$ cat src/rtl/swq_pkg.sv
package swq_pkg;

    typedef enum logic [1:0] {
        OP_WAIT_DISC  = 2'd0,
        OP_WAIT_RESEL = 2'd1,
        OP_SELECT     = 2'd2
    } op_e;

    typedef enum logic [1:0] {
        ST_IDLE   = 2'd0,
        ST_WDISC  = 2'd1,
        ST_WRESEL = 2'd2,
        ST_WSEL   = 2'd3
    } state_e;

    typedef enum logic [1:0] {
        OUT_NONE       = 2'd0,
        OUT_ABORT      = 2'd1,
        OUT_SELECTED   = 2'd2,
        OUT_RESELECTED = 2'd3
    } outcome_e;

    function automatic int ceil_div(input int num, input int den);
        return (num + den - 1) / den;
    endfunction

endpackage

$ cat src/rtl/swq_bus_free_timer.sv
module swq_bus_free_timer #(
    parameter int LIMIT = 40
) (
    input  logic clk,
    input  logic rst,
    input  logic en_i,
    input  logic free_i,
    output logic expire_o
);
    localparam int CW = $clog2(LIMIT + 1);
    localparam logic [CW-1:0] LAST = CW'(LIMIT - 1);

    logic [CW-1:0] cnt_d, cnt_q;
    logic          counting;

    assign counting = en_i && free_i;
    assign expire_o = counting && (cnt_q == LAST);

    always_comb begin
        cnt_d = '0;
        if (counting && !expire_o) begin
            cnt_d = cnt_q + 1'b1;
        end
    end

    always_ff @(posedge clk) begin
        if (rst) begin
            cnt_q <= '0;
        end else begin
            cnt_q <= cnt_d;
        end
    end
endmodule

$ cat src/rtl/swq_msg_tracker.sv
module swq_msg_tracker (
    input  logic clk,
    input  logic rst,
    input  logic msg_i,
    input  logic clr_i,
    output logic seen_o
);
    logic seen_d, seen_q;

    always_comb begin
        seen_d = seen_q;
        if (clr_i) begin
            seen_d = 1'b0;
        end
        if (msg_i) begin
            seen_d = 1'b1;
        end
    end

    always_ff @(posedge clk) begin
        if (rst) begin
            seen_q <= 1'b0;
        end else begin
            seen_q <= seen_d;
        end
    end

    assign seen_o = seen_q;
endmodule

$ cat src/rtl/swq_resel_decode.sv
module swq_resel_decode (
    input  logic               cpu_sig_i,
    input  logic               sel_act_i,
    input  logic               rsl_act_i,
    output swq_pkg::outcome_e  outcome_o
);
    always_comb begin
        if (cpu_sig_i) begin
            outcome_o = swq_pkg::OUT_ABORT;
        end else if (sel_act_i) begin
            outcome_o = swq_pkg::OUT_SELECTED;
        end else if (rsl_act_i) begin
            outcome_o = swq_pkg::OUT_RESELECTED;
        end else begin
            outcome_o = swq_pkg::OUT_NONE;
        end
    end
endmodule

$ cat src/rtl/scsi_wait_seq.sv
module scsi_wait_seq #(
    parameter int ADDR_W      = 32,
    parameter int BUS_FREE_NS = 400,
    parameter int CLK_NS      = 10
) (
    input  logic              clk,
    input  logic              rst,
    input  logic              start_i,
    input  logic [1:0]        op_i,
    input  logic              with_atn_i,
    input  logic              bsy_n_i,
    input  logic              sel_n_i,
    input  logic              rsl_n_i,
    input  logic              msg_end_i,
    input  logic              cpu_sig_i,
    input  logic [ADDR_W-1:0] jump_addr_i,
    input  logic [ADDR_W-1:0] cur_ptr_i,
    output logic [ADDR_W-1:0] next_addr_o,
    output logic              tgt_mode_o,
    output logic              done_o,
    output logic              atn_o
);
    import swq_pkg::*;

    localparam int FREE_CYC = ceil_div(BUS_FREE_NS, CLK_NS);

    typedef struct packed {
        state_e            state;
        logic              done;
        logic [ADDR_W-1:0] next_addr;
        logic              tgt;
        logic              atn;
        logic              with_atn;
    } regs_t;

    regs_t    r_d, r_q;
    logic     msg_seen;
    logic     msg_clr;
    logic     timer_en;
    logic     expire;
    outcome_e outcome;

    swq_msg_tracker i_msg (
        .clk    (clk),
        .rst    (rst),
        .msg_i  (msg_end_i),
        .clr_i  (msg_clr),
        .seen_o (msg_seen)
    );

    swq_bus_free_timer #(.LIMIT(FREE_CYC)) i_timer (
        .clk      (clk),
        .rst      (rst),
        .en_i     (timer_en),
        .free_i   (bsy_n_i && sel_n_i),
        .expire_o (expire)
    );

    swq_resel_decode i_decode (
        .cpu_sig_i (cpu_sig_i),
        .sel_act_i (!sel_n_i),
        .rsl_act_i (!rsl_n_i),
        .outcome_o (outcome)
    );

    always_comb begin
        r_d      = r_q;
        r_d.done = 1'b0;
        msg_clr  = 1'b0;
        timer_en = 1'b0;
        unique case (r_q.state)
            ST_IDLE: begin
                if (start_i) begin
                    case (op_i)
                        OP_WAIT_DISC:  r_d.state = ST_WDISC;
                        OP_WAIT_RESEL: r_d.state = ST_WRESEL;
                        OP_SELECT: begin
                            r_d.state    = ST_WSEL;
                            r_d.with_atn = with_atn_i;
                        end
                        default:       r_d.state = ST_IDLE;
                    endcase
                end
            end
            ST_WDISC: begin
                timer_en = msg_seen;
                if (expire) begin
                    r_d.state     = ST_IDLE;
                    r_d.done      = 1'b1;
                    r_d.next_addr = cur_ptr_i;
                    msg_clr       = 1'b1;
                end
            end
            ST_WRESEL: begin
                unique case (outcome)
                    OUT_ABORT: begin
                        r_d.state     = ST_IDLE;
                        r_d.done      = 1'b1;
                        r_d.next_addr = jump_addr_i;
                    end
                    OUT_SELECTED: begin
                        r_d.state     = ST_IDLE;
                        r_d.done      = 1'b1;
                        r_d.next_addr = jump_addr_i;
                        r_d.tgt       = 1'b1;
                    end
                    OUT_RESELECTED: begin
                        r_d.state     = ST_IDLE;
                        r_d.done      = 1'b1;
                        r_d.next_addr = cur_ptr_i;
                        r_d.tgt       = 1'b0;
                    end
                    default: ;
                endcase
            end
            ST_WSEL: begin
                if (!bsy_n_i) begin
                    r_d.state     = ST_IDLE;
                    r_d.done      = 1'b1;
                    r_d.next_addr = cur_ptr_i;
                end
            end
            default: r_d.state = ST_IDLE;
        endcase
        r_d.atn = (r_d.state == ST_WSEL) && r_d.with_atn;
    end

    always_ff @(posedge clk) begin
        if (rst) begin
            r_q <= '{state: ST_IDLE, done: 1'b0, next_addr: '0,
                     tgt: 1'b0, atn: 1'b0, with_atn: 1'b0};
        end else begin
            r_q <= r_d;
        end
    end

    assign next_addr_o = r_q.next_addr;
    assign tgt_mode_o  = r_q.tgt;
    assign done_o      = r_q.done;
    assign atn_o       = r_q.atn;
endmodule

$ cat config.mk
export PLATFORM = sky130hd
export DESIGN_NAME = scsi_wait_seq
export DESIGN_NICKNAME = d
export VERILOG_FILES = /design/src/rtl/swq_pkg.sv /design/src/rtl/swq_bus_free_timer.sv /design/src/rtl/swq_msg_tracker.sv /design/src/rtl/swq_resel_decode.sv /design/src/rtl/scsi_wait_seq.sv
export SDC_FILE = /design/constraint.sdc
export NUM_CORES = 1
export LEC_CHECK = 0
export ABC_AREA = 0
export CELL_PAD_IN_SITES_DETAIL_PLACEMENT = 2
export CELL_PAD_IN_SITES_GLOBAL_PLACEMENT = 2
export CORE_MARGIN = 3
export CORE_UTILIZATION = 26
export DETAILED_ROUTE_END_ITERATION = 7
export GPL_TIMING_DRIVEN = 0
export PLACE_DENSITY = 0.94
export SYNTH_ARGS = -nofsm -noshare
export SYNTH_HDL_FRONTEND = slang
export SYNTH_SLANG_ARGS = --single-unit
$ cat constraint.sdc
create_clock -name clk -period 4.9 [get_ports clk]
set_input_delay 0.49 -clock clk [delete_from_list [all_inputs] [get_ports clk]]
set_output_delay 0.49 -clock clk [all_outputs]
set_load 0.05 [all_outputs]
* Word level (Yosys, flattened, before mapping)
Cells that the tools add are included.
Word-level totals: bits in registers 45, logic and storage cells 57, output and inout port bits 35, bits of input ports 75
Cells by class: bitwise gates (word level) 1, multiplexer cells 19, add/subtract/negate cells 1, reduce and logical (&&, ||, !) cells 15, eq/ne operators 13
Operators by type and width (number):
- $pmux W33 S3 | 1
- $mux W35 | 2
- $pmux W35 S2 | 1
- $eq A2 B2 Y1 const B | 6
- $mux W1 | 8
- $mux W2 | 4
- $pmux W2 S4 | 1
- $add A6 B1 Y6 const B | 1
- $eq A2 B1 Y1 const B | 3
- $eq A6 B6 Y1 const B | 1
- $pmux W2 S3 | 1
- $logic_and A1 B1 Y1 | 5
- $logic_not A2 Y1 | 2
- $reduce_and A4 Y1 | 1
- $reduce_bool A2 Y1 | 2
- $reduce_or A2 Y1 | 2
- $ne A3 B2 Y1 const B | 1
- $reduce_bool A3 Y1 | 1
- $ne A2 B1 Y1 const B | 1
- $ne A2 B2 Y1 const B | 1
- $pmux W1 S2 | 1
- $reduce_and A2 Y1 | 1
- $logic_not A1 Y1 | 1
- $not A1 Y1 | 1

* Logic depth before layout (Yosys ltp)
word-level depth 9, mapped depth 7, depth with buffers taken out 6

* Modules after synthesis
A second synthesis with hierarchy kept.
Second synthesis, totals: cell total of the unflattened synthesis 305, area, all modules 2686.3 um^2
By module, submodules not included:
- scsi_wait_seq | times used 1, cells each 270, area an instance 2373.5 um^2
- swq_bus_free_timer | times used 1, cells each 27, area an instance 255.2 um^2
- swq_msg_tracker | times used 1, cells each 4, area an instance 38.8 um^2
- swq_resel_decode | times used 1, cells each 4, area an instance 18.8 um^2

* Worst setup path before layout
Ideal clock, no wire load.
kind input-to-reg, from in rsl_n_i, to reg r_q, in the netlist next_addr_o[0], setup slack 3.227 ns, arrival time 1.598 ns, library setup time 0.074 ns, path buffers 1, data required time 4.826 ns, cell stages on the path 6, path through or4b_1 -> o21ai_2 -> a22o_4 -> buf_12 -> a221oi_2 -> nor3_2
Between the ends: cells in the longest elaborated chain, start to end 7, elaborated cells between the ends (all ways) 11, those cells by class eq/ne: 4; mux: 5; reduce/logical: 2
RTL lines:
- start: declaration | line scsi_wait_seq.sv:13 | input logic rsl_n_i,
- $mux W2 * | line swq_resel_decode.sv:12 | end else if (rsl_act_i) begin
- $mux W2 * | line swq_resel_decode.sv:10 | end else if (sel_act_i) begin
- $mux W2 * | line swq_resel_decode.sv:8 | if (cpu_sig_i) begin
- $eq A2 B2 Y1 or $eq A2 B1 Y1 (tied branches) | line scsi_wait_seq.sv:95 | unique case (outcome)
- $reduce_or A2 Y1 (no source line)
- $pmux W35 S2 or $ne A3 B2 Y1 (tied branches)
- $pmux W33 S3 or $reduce_and A4 Y1 (tied branches)
- end signal: assignment | line scsi_wait_seq.sv:130 | r_q <= '{state: ST_IDLE, done: 1'b0, next_addr: '0,
- end signal: assignment | line scsi_wait_seq.sv:133 | r_q <= r_d;
- end: declaration | line scsi_wait_seq.sv:36 | regs_t r_d, r_q;
Mark *: on every way between the ends. The rest lies on a longest branch, timed or not. A chain may end at the register's enable or synchronous reset.

* Final worst setup path
from in bsy_n_i, to reg r_q, in the netlist next_addr_o[3]
Between the ends: cells in the longest elaborated chain, start to end 5, elaborated cells between the ends (all ways) 6, those cells by class eq/ne: 2; reduce/logical: 4
RTL lines:
- start: declaration | line scsi_wait_seq.sv:11 | input logic bsy_n_i,
- $logic_and A1 B1 Y1 | line scsi_wait_seq.sv:55 | .free_i (bsy_n_i && sel_n_i),
- $logic_and A1 B1 Y1 | line swq_bus_free_timer.sv:16 | assign counting = en_i && free_i;
- $logic_and A1 B1 Y1 | line swq_bus_free_timer.sv:17 | assign expire_o = counting && (cnt_q == LAST);
- $ne A2 B1 Y1 (no source line)
- $reduce_and A4 Y1 (no source line) *
Marks and branches as above.

==> impl.org <==
** Cells and area
- The number of antenna diodes in the final layout is 0.
- Cell area after layout :: 3860 sq um
- Share of final-layout standard cells stronger than drive strength 1 :: 0.319
- Post-Layout Cell Count :: 489
- Most common cell after layout, fill and taps aside :: sky130_fd_sc_hd__clkdlybuf4s50_1
- Fill cells in the final layout number 1,006.
- Relative to the synthesized area, the layout overhead comes to 54.2%.
- For this run, the post-layout net count is 437.
- The sequential cells in the finished layout cover a total of 901 sq um.
- Area of combinational cells with multiple inputs :: 1220 sq um
- Leading cell types in the layout, fill and taps excluded :: sky130_fd_sc_hd__clkdlybuf4s50_1 (109), sky130_fd_sc_hd__nor2_1 (45), sky130_fd_sc_hd__dfxtp_1 (45)

** Critical path
- The critical path goes through clkdlybuf4s50_1 > nand2_1 > nor3_2 > a22oi_2 > buf_2 > a221oi_2 > nor3_2.
- Of all nets on the critical path, the largest fanout is 10.
- The largest single stage delay on the critical path is 0.54 ns.
- Worst path slowest cell :: sky130_fd_sc_hd__clkdlybuf4s50_1
- Counting stages on the worst path, the most repeated cell is sky130_fd_sc_hd__nor3_2.
- Critical path data arrival time :: 2.33 ns
- Crit. Startpoint :: bsy_n_i
- The worst setup path is captured at a flop.
- Type of element launching the critical path :: input port
- Critical path required time :: 5.05 ns
- Worst reg2reg startpoint :: i_timer.cnt_q[0]
- The worst setup path is of the input port to flop kind.

** Synth
- The Yosys step of the flow raised 0 warnings.
- The share of the Yosys chip area taken by registers is 0.360.
- The cell count after synthesis came out at 244.
- Of all flip-flops after synthesis, the portion carrying an async set or reset was 0.
- The most used flip-flop cell after synthesis is sky130_fd_sc_hd__dfxtp_1.
- Summing every instance area after synthesis gives 2500 sq um.
- Counting distinct cell types in the post-synthesis netlist gives 33.
- Synthesis produced a netlist with a net count of 321.
- Avg Inst Size Synth :: 10.3 sq um
- Synthesized flop and latch total :: 45
- In this run, synthesis inferred 0 flip-flops with an integrated enable.

** Global route
- First-pass GRT wire length :: 12.8 mm
- Number of global-route vias before repair :: 2,485
- Antenna violations before repair :: 0
- Entering global routing, the biggest net connects 14 pins.
- In the global route stage, overall resource usage came out at 0.145.
- After global routing the overflow that remains totals 0.

** CTS
- Clock-pin slew was measured on the worst setup and hold paths at 0.09 ns.
- TritonCTS created 5 clock buffers.
- The number of hold buffers added after CTS was 0.
- Cell chosen for the clock root :: sky130_fd_sc_hd__clkbuf_8
- The clock reaches the later pin of the worst-skew pair after 0.29 ns.
- The clock passes through at most 2 buffers.
- Clock tree from TritonCTS :: built
- Post-CTS repair changed the size of 0 cells.
- H-tree Lvls :: 2
- Clock sink count :: 45
- Post-CTS timing repair inserted 0 buffers for setup.

** STA
- Summed over all failing endpoints, the final setup total negative slack is 0 ns.
- Timing would allow up to 0.459 GHz.
- Final number of setup-violating endpoints :: 0
- Setup repair after global routing missed its margin :: no
- The number of pins with negative max-slew slack in the final report was 0.
- Slew margin rel. :: 0.510
- For the pin with the worst max-slew slack, the measured transition is 0.736 ns.
- The final hold violation count is 0.
- In the finished design, the share of the clock period the worst path needs comes to 0.445.
- The worst path needs 2.18 ns of the cycle, external delays included.
- For the final database, setup skew stands at 0.00696 ns.

** Routing
- The first routing iteration left 40 violations.
- In the detailed route, the total length drawn on met2 is 4.22 mm.
- Metal-1 WL :: 3.12 mm
- After detailed routing, the average wire length per cell comes to 16.1 microns.
- Using the TritonRoute via totals, the vias-per-cell ratio works out to 4.59.
- In the routed design, unresolved DRC markers number 0.
- Detailed routing placed a total of 506 microns of wire on met3.
- The highest layer touched by signal routing is met4.
- Count of vias placed by the detailed router :: 2,244
- Antenna Nets Post-Route :: 0
- DRT Wirelength :: 7.86 mm
- First-pass detailed-route iteration total :: 4

** Floorplan
- Initial standard-cell utilization of the core :: 0.270
- The die is 104 microns tall.
- After floorplanning, the core was divided into 35 placement rows.
- Die area :: 10,800 sq um
- Area of the core region :: 9280 sq um
- The die is 104 microns wide.
- Pin placement for this block handled 110 I/O pins.

** Power
- Sequential cell fraction of total power :: 0.413
- Power spread over the standard cell area amounts to 249 nW/um^2.
- Gate power share :: 0.299
- For this design the static power due to leakage is 1.55 nW.
- Overall power consumption after layout is estimated at 0.962 mW.
- Switching power of the nets :: 0.294 mW
- VDD sags by at most 0.128 mV.
- The internal power of the cells totals 0.669 mW.
- The share of total power dissipated in the clock network is 0.289.
- Of the total power, the share spent switching nets is 0.305.

** Min path
- The worst hold path belongs to the class flop to flop.
- In this run the most critical hold path is launched from i_timer.cnt_q[0].

** Place
- Placed instance area :: 3750 sq um
- Total placed cells including tap cells :: 482
- Buffers on Ports :: 109
- Last weighted congestion value of the routability-driven placer :: 0.729
- Sum of net half-perimeters after detailed placement :: 6.33 mm

** Run status
- Result of the run :: finished, final reports clean

** Run
- Maximum capacitance violations :: 0
metrics by stage:
step                worst slack, ns   util  hold WS [ns]
finish                         2.72  0.416         0.463
global route                   2.59  0.416         0.490
CTS                            2.68  0.416         0.472
detailed placement             2.37  0.404         0.446
global placement               2.46  0.404         0.430
floorplan                      3.23      -         0.418
flip-flops by register name (all words and copies together) (netlist names):
signal / count
tgt_mode_o: 1
i_timer.cnt_q: 6
done_o: 1
next_addr_o: 32
atn_o: 1
i_msg.seen_o: 1
r_q: 3
power groups by stage:
stage          registers (mW)  logic, mW  clock network, mW
6_report                0.397      0.288              0.278
5_1_grt                 0.401      0.307              0.303
4_1_cts                 0.398      0.293              0.288
3_5_place_dp            0.406      0.292                  0
3_3_place_gp            0.404      0.284                  0
2_1_floorplan           0.404      0.168                  0
path summary, 6_finish.rpt:
kind                 endpoint  slack [ns]  cells past startpoint
min          i_timer.cnt_q[0]        0.46                      1
max            next_addr_o[3]        2.72                      7
max reg2reg    next_addr_o[3]        2.88                      7
min reg2reg  i_timer.cnt_q[0]        0.46                      1
kinds of logic after synthesis:
group / after synthesis / share of synthesized area
compound gates: 44 / 0.226
xor+xnor: 4 / 0.0140
fa+ha+maj: 2 / 0.0100
buf+inv: 54 / 0.153
flops: 45 / 0.360
mux: 1 / 0.00400
simple gates: 94 / 0.233
final cells by class:
| class | instances | area share |
|---|---|---|
| plain buffers | 49 | 0.0944 |
| clock buffers | 5 | 0.0178 |
| clock inverters | 2 | 0.00908 |
| inverters | 5 | 0.00486 |
| multi-input cells | 145 | 0.316 |
| flip-flops and latches | 45 | 0.233 |
| well taps | 129 | 0.0418 |
| repair buffers | 109 | 0.283 |
layer usage:
metal / global-route usage / vias up
met5: 0 / -
met4: 0.0142 / 0
met3: 0.0472 / 2
met2: 0.282 / 70
met1: 0.156 / 1093
li1: - / 1079
synthesized netlist by cell type, types with 2 or more instances:
| cell | n | share of area |
|---|---|---|
| sky130_fd_sc_hd__a21oi_1 | 4 | 0.0080 |
| sky130_fd_sc_hd__inv_1 | 5 | 0.0075 |
| sky130_fd_sc_hd__nand3_1 | 3 | 0.0060 |
| sky130_fd_sc_hd__nor2_1 | 45 | 0.067 |
| sky130_fd_sc_hd__xor2_1 | 2 | 0.0070 |
| sky130_fd_sc_hd__buf_2 | 9 | 0.018 |
| sky130_fd_sc_hd__a221oi_1 | 2 | 0.0070 |
| sky130_fd_sc_hd__nor3_2 | 31 | 0.12 |
| sky130_fd_sc_hd__xnor2_1 | 2 | 0.0070 |
| sky130_fd_sc_hd__dfxtp_1 | 45 | 0.36 |
| sky130_fd_sc_hd__buf_1 | 2 | 0.0030 |
| sky130_fd_sc_hd__ha_1 | 2 | 0.010 |
| sky130_fd_sc_hd__buf_12 | 3 | 0.024 |
| sky130_fd_sc_hd__a221oi_2 | 30 | 0.18 |
| sky130_fd_sc_hd__clkbuf_1 | 3 | 0.0045 |
| sky130_fd_sc_hd__buf_4 | 32 | 0.096 |
| sky130_fd_sc_hd__nor3_1 | 3 | 0.0060 |
| sky130_fd_sc_hd__nand2_1 | 6 | 0.0090 |
critical path, delay by kind of cell:
family | cells | cell delay [ns]
AOI/OAI and AO/OA | 2 | 0.49
buffers and inverters | 2 | 0.81
and+or+nand+nor | 3 | 0.54
(Power assumes the default switching activity.)
